==> src/rtl/johnson_divn_pkg.sv <==
package johnson_divn_pkg;

  // Effective ratio: out-of-range values fall back to the longest ring.
  function automatic int unsigned eff_ratio(input int unsigned r, input int unsigned max_n);
    if (r < 2 || r > max_n) return max_n;
    return r;
  endfunction

  // Count of neighbouring bit changes inside the active window.
  function automatic int unsigned edge_count(input logic [31:0] diff, input logic [31:0] mask);
    int unsigned n;
    n = 0;
    for (int i = 0; i < 32; i++) n += int'(diff[i] & mask[i]);
    return n;
  endfunction

endpackage

==> src/rtl/johnson_divn_sync.sv <==
module johnson_divn_sync #(
  parameter int SYNC_STAGES = 2
) (
  input  logic clk,
  input  logic lvl_i,
  output logic hold_o
);
  logic [SYNC_STAGES-1:0] sh;

  generate
    if (SYNC_STAGES == 1) begin : g_one
      always_ff @(posedge clk) sh <= lvl_i;
    end else begin : g_many
      always_ff @(posedge clk) sh <= {sh[SYNC_STAGES-2:0], lvl_i};
    end
  endgenerate

  assign hold_o = lvl_i | (|sh);
endmodule

==> src/rtl/johnson_divn_decode.sv <==
module johnson_divn_decode
  import johnson_divn_pkg::*;
#(
  parameter int STAGES  = 5,
  parameter int RATIO_W = 4,
  localparam int IDX_W  = $clog2(STAGES)
) (
  input  logic [RATIO_W-1:0] ratio_i,
  output logic [IDX_W-1:0]   tap_o,
  output logic               odd_o,
  output logic [STAGES-2:0]  win_o
);
  localparam int unsigned MAX_N = 2 * STAGES;

  int unsigned n_eff;

  always_comb begin
    n_eff = eff_ratio(int'(ratio_i), MAX_N);
    tap_o = IDX_W'((n_eff - 1) >> 1);
    odd_o = n_eff[0];
  end

  generate
    for (genvar i = 0; i < STAGES - 1; i++) begin : g_win
      assign win_o[i] = (i < int'(tap_o));
    end
  endgenerate
endmodule

==> src/rtl/johnson_divn_chain.sv <==
module johnson_divn_chain
  import johnson_divn_pkg::*;
#(
  parameter int STAGES = 5,
  localparam int IDX_W = $clog2(STAGES)
) (
  input  logic              clk,
  input  logic              rst_hold_i,
  input  logic              pre_now_i,
  input  logic              pre_hold_i,
  input  logic [STAGES-1:0] jam_i,
  input  logic [IDX_W-1:0]  tap_i,
  input  logic              odd_i,
  input  logic [STAGES-2:0] win_i,
  output logic [STAGES-1:0] q_o
);
  logic [STAGES-1:0] q;
  logic [IDX_W-1:0]  tap_lo;
  logic              fb;
  logic              bad;
  logic [STAGES-2:0] diff;

  always_comb begin
    tap_lo = (tap_i == '0) ? '0 : tap_i - 1'b1;
    fb     = odd_i ? (q[tap_i] & q[tap_lo]) : q[tap_i];
    diff   = q[STAGES-1:1] ^ q[STAGES-2:0];
    bad    = edge_count(32'(diff), 32'(win_i)) > 1;
  end

  always_ff @(posedge clk) begin
    if (rst_hold_i)      q <= '1;
    else if (pre_now_i)  q <= ~jam_i;
    else if (pre_hold_i) q <= q;
    else if (bad)        q <= '1;
    else                 q <= {q[STAGES-2:0], ~fb};
  end

  assign q_o = q;
endmodule

==> src/rtl/johnson_divn.sv <==
module johnson_divn #(
  parameter int STAGES      = 5,
  parameter int RATIO_W     = 4,
  parameter int SYNC_STAGES = 2
) (
  input  logic               clk,
  input  logic               rst_i,
  input  logic               preset_i,
  input  logic [STAGES-1:0]  jam_i,
  input  logic [RATIO_W-1:0] ratio_i,
  output logic [STAGES-1:0]  q_o,
  output logic               div_o
);
  localparam int IDX_W = $clog2(STAGES);

  logic              rst_hold, pre_hold;
  logic [IDX_W-1:0]  tap;
  logic              odd;
  logic [STAGES-2:0] win;
  logic [STAGES-1:0] q_reg;

  johnson_divn_sync #(.SYNC_STAGES(SYNC_STAGES)) rst_sync_i (
    .clk(clk), .lvl_i(rst_i), .hold_o(rst_hold));

  johnson_divn_sync #(.SYNC_STAGES(SYNC_STAGES)) pre_sync_i (
    .clk(clk), .lvl_i(preset_i), .hold_o(pre_hold));

  johnson_divn_decode #(.STAGES(STAGES), .RATIO_W(RATIO_W)) dec_i (
    .ratio_i(ratio_i), .tap_o(tap), .odd_o(odd), .win_o(win));

  johnson_divn_chain #(.STAGES(STAGES)) chain_i (
    .clk(clk), .rst_hold_i(rst_hold), .pre_now_i(preset_i), .pre_hold_i(pre_hold),
    .jam_i(jam_i), .tap_i(tap), .odd_i(odd), .win_i(win), .q_o(q_reg));

  always_comb begin
    if (rst_i)         q_o = '1;
    else if (preset_i) q_o = ~jam_i;
    else               q_o = q_reg;
  end

  assign div_o = q_o[tap];
endmodule

==> config.mk <==
export PLATFORM = sky130hd
export DESIGN_NAME = johnson_divn
export DESIGN_NICKNAME = d
export VERILOG_FILES = /design/src/rtl/johnson_divn_pkg.sv /design/src/rtl/johnson_divn_sync.sv /design/src/rtl/johnson_divn_decode.sv /design/src/rtl/johnson_divn_chain.sv /design/src/rtl/johnson_divn.sv
export SDC_FILE = /design/constraint.sdc
export NUM_CORES = 1
export LEC_CHECK = 0
export ABC_AREA = 1
export BUFFER_PORTS_ARGS = -buffer_cell sky130_fd_sc_hd__buf_2
export CORE_UTILIZATION = 52
export DETAILED_ROUTE_END_ITERATION = 10
export HOLD_SLACK_MARGIN = 0.05
export PLACE_DENSITY = 0.77
export SLEW_MARGIN = 20
export SYNTH_ARGS = -nofsm -noshare
export SYNTH_HDL_FRONTEND = slang
export SYNTH_SLANG_ARGS = --single-unit
==> constraint.sdc <==
create_clock -name clk -period 2.37 [get_ports clk]
set_input_delay 0.474 -clock clk [delete_from_list [all_inputs] [get_ports clk]]
set_output_delay 0.474 -clock clk [all_outputs]
set_load 0.01 [all_outputs]
==> results.json <==
{
  "dr.pass1.iters": 4,
  "ctsResizeCount": 0,
  "dpl.hpwl_um": 1420,
  "routedWlPerCell_um": 10.9,
  "synthCells": 130,
  "path_class": "in -> out",
  "wl_um": 1810,
  "cts_made_buffers": 3,
  "critical_path_required_ns": 1.90,
  "hp-class": "reg -> reg",
  "clockBufferDepth": 2,
  "rows": 13,
  "rsz0062_at_grt": "no",
  "port_buffers": 17,
  "die_w_um": 40.7,
  "htree_levels": 1,
  "grt_use_total_pct": 24.3,
  "cts_setup_buffers": 0,
  "finalClockSkew_ns": 0.00737,
  "grt_pass1_vias": 710,
  "antenna_found_initial": 0,
  "fill_cells": 123,
  "diodes": 0,
  "drt.antenna.violating_nets": 0,
  "synth-seq-cells": 9,
  "finalSetupViolCount": 0,
  "layout.nets": 164,
  "ys_types": 22,
  "viasPerCell": 5.48,
  "clk_latency_ns": 0.27,
  "initial_utilization_pct": 57.6,
  "overflow": 0,
  "slew_headroom_pct": 62.2,
  "grt_pass1_wl_um": 2680,
  "synth-seq-area-share_pct": 23.2,
  "drc_errors": 0,
  "cts-root-buf": "clkbuf_4",
  "grt_max_degree": 12,
  "dr_total_vias": 904,
  "crit_chain": "buf_2 > o21ai_2 > nand2_1 > nand2_2 > nand2_4 > o21ai_0 > nand2_1 > nand3_1 > buf_2",
  "area_growth_pct": 17.2,
  "seq_area_sq_um": 180,
  "crit_fanout": 7,
  "power.leakage_nw": 0.506,
  "cts_tree": "done",
  "status": "completed",
  "placed_area_sq_um": 885,
  "syn_avg_cell_area_sq_um": 5.98,
  "drive_gt1_share_pct": 26.0,
  "ios": 18,
  "max-cap-violations": 0,
  "yosysWarnings": 0,
  "worstSetupEndpointType": "output port",
  "layout_common_cells": "40 x nand2_1, 17 x nand3_1, 17 x buf_2, 16 x inv_1, 9 x dfxtp_1",
  "hold_viol": 0,
  "p_per_area_mw_per_mm2": 445,
  "fin_setup_tns_ns": 0,
  "cts.sinks": 9,
  "initialDrtViolationCount": 25,
  "max_stage_delay_ns": 0.21,
  "syn_area_sq_um": 777,
  "slew_viol_final": 0,
  "fin_area_sq_um": 911,
  "finalCriticalPeriod_ns": 2.14,
  "ctsHoldBuffers": 0,
  "die_y_um": 40.7,
  "coreArea_sq_mm": 0.00135,
  "gp_congestion": 0.771,
  "finalCritPeriodShare_pct": 90.3,
  "synth_fp_nets": 143,
  "clk_pin_slew_ns": 0.06,
  "fmax_mhz": 467,
  "worst_pin_slew_ns": 0.561,
  "cp_slowest_cell": "o21ai_2",
  "ir_worst_vdd_mv": 0.375,
  "arrival_ns": 1.67,
  "multiInputGateArea_sq_um": 510,
  "fp.dieArea_sq_mm": 0.00165,
  "final_common_cell": "nand2_1",
  "startpoint_type": "primary input"
}
[synthesized netlist by cell type]
cell type | instances | area (sq um)
buf_4 | 1 | 7.51
nand3_1 | 17 | 85.1
inv_2 | 2 | 7.51
nand4_1 | 4 | 25.0
o21ai_0 | 4 | 20.0
o21ai_2 | 2 | 17.5
a21oi_1 | 2 | 10.0
nand2_1 | 40 | 150
xor2_1 | 3 | 26.3
o211ai_1 | 2 | 15.0
dfxtp_1 | 9 | 180
nor2_2 | 2 | 12.5
or2_2 | 2 | 12.5
nand2_2 | 4 | 25.0
nand2_4 | 1 | 11.3
clkbuf_1 | 3 | 11.3
nand3_2 | 3 | 30.0
fa_1 | 1 | 20.0
inv_1 | 16 | 60.1
nor2_1 | 8 | 30.0
o21ai_1 | 1 | 5.00
nor3_1 | 3 | 15.0
[cells by family (layout without fill, tap and decap cells)]
family	after synthesis	after routing	share of synthesized area, %
simple gates	84	84	51.0
buf+inv	22	42	11.1
compound gates	11	11	8.70
flops	9	9	23.2
xor+xnor	3	3	3.38
fa+ha+maj	1	1	2.58
[worst max-delay path, delay by kind of cell]
kind,cells,cell delay (ns)
compound gates,2,0.41
buf+inv,2,0.27
simple gates,5,0.52
[area by class of cell]
cell class | count | area share (%)
inverters | 18 | 7.42
repair buffers | 20 | 11.8
flip-flops and latches | 9 | 19.8
clock buffers | 4 | 2.88
multi-input cells | 99 | 56.0
well taps | 15 | 2.06
[sequential cells by signal, indices dropped and copies added, names as in the netlist]
| signal | flops |
|---|---|
| pre_sync_i.sh | 2 |
| chain_i.q_o | 5 |
| rst_sync_i.sh | 2 |
[path summary, 6_finish.rpt]
check | from | to | slack (ns) | depth (start not counted)
max reg2reg | chain_i.q_o[1] | chain_i.q_o[4] | 0.46 | 10
max | ratio_i[1] | div_o | 0.23 | 9
min reg2reg | rst_sync_i.sh[0] | rst_sync_i.sh[1] | 0.35 | 0
min | rst_sync_i.sh[0] | rst_sync_i.sh[1] | 0.35 | 0
[where the power goes]
group / internal [W] / switching [W] / total, W
registers: 0.000157 / 0.00000504 / 0.000163
clock network: 0.0000650 / 0.0000568 / 0.000122
logic: 0.0000470 / 0.0000737 / 0.000121
total: 0.000269 / 0.000136 / 0.000405
[stage by stage]
| step | worst slack (ns) | hold slack, ns | power [W] | utilization (%) | instances |
|---|---|---|---|---|---|
| after global placement | 0.0822 | 0.336 | 0.000283 | 65.5 | 161 |
| after CTS | 0.247 | 0.354 | 0.000404 | 67.5 | 165 |
| after global routing | 0.0673 | 0.371 | 0.000428 | 67.5 | 165 |
| final | 0.230 | 0.353 | 0.000405 | 67.5 | 165 |
| after floorplan | 0.334 | 0.332 | 0.000248 | - | 130 |
| after detailed placement | 0.0319 | 0.343 | 0.000286 | 65.5 | 161 |
[routing by layer]
| metal | part of all wire [%] | vias to the layer above | routed length (um) | global-route usage, % |
|---|---|---|---|---|
| met5 | 0 | - | 0 | 0 |
| met4 | 0.78 | 0 | 14 | 10.0 |
| met3 | 4.3 | 2 | 77 | 3.26 |
| met2 | 50 | 26 | 906 | 44.8 |
| met1 | 45 | 420 | 808 | 27.5 |
| li1 | - | 456 | - | - |
Note: power is estimated with default switching activity, not from simulation.
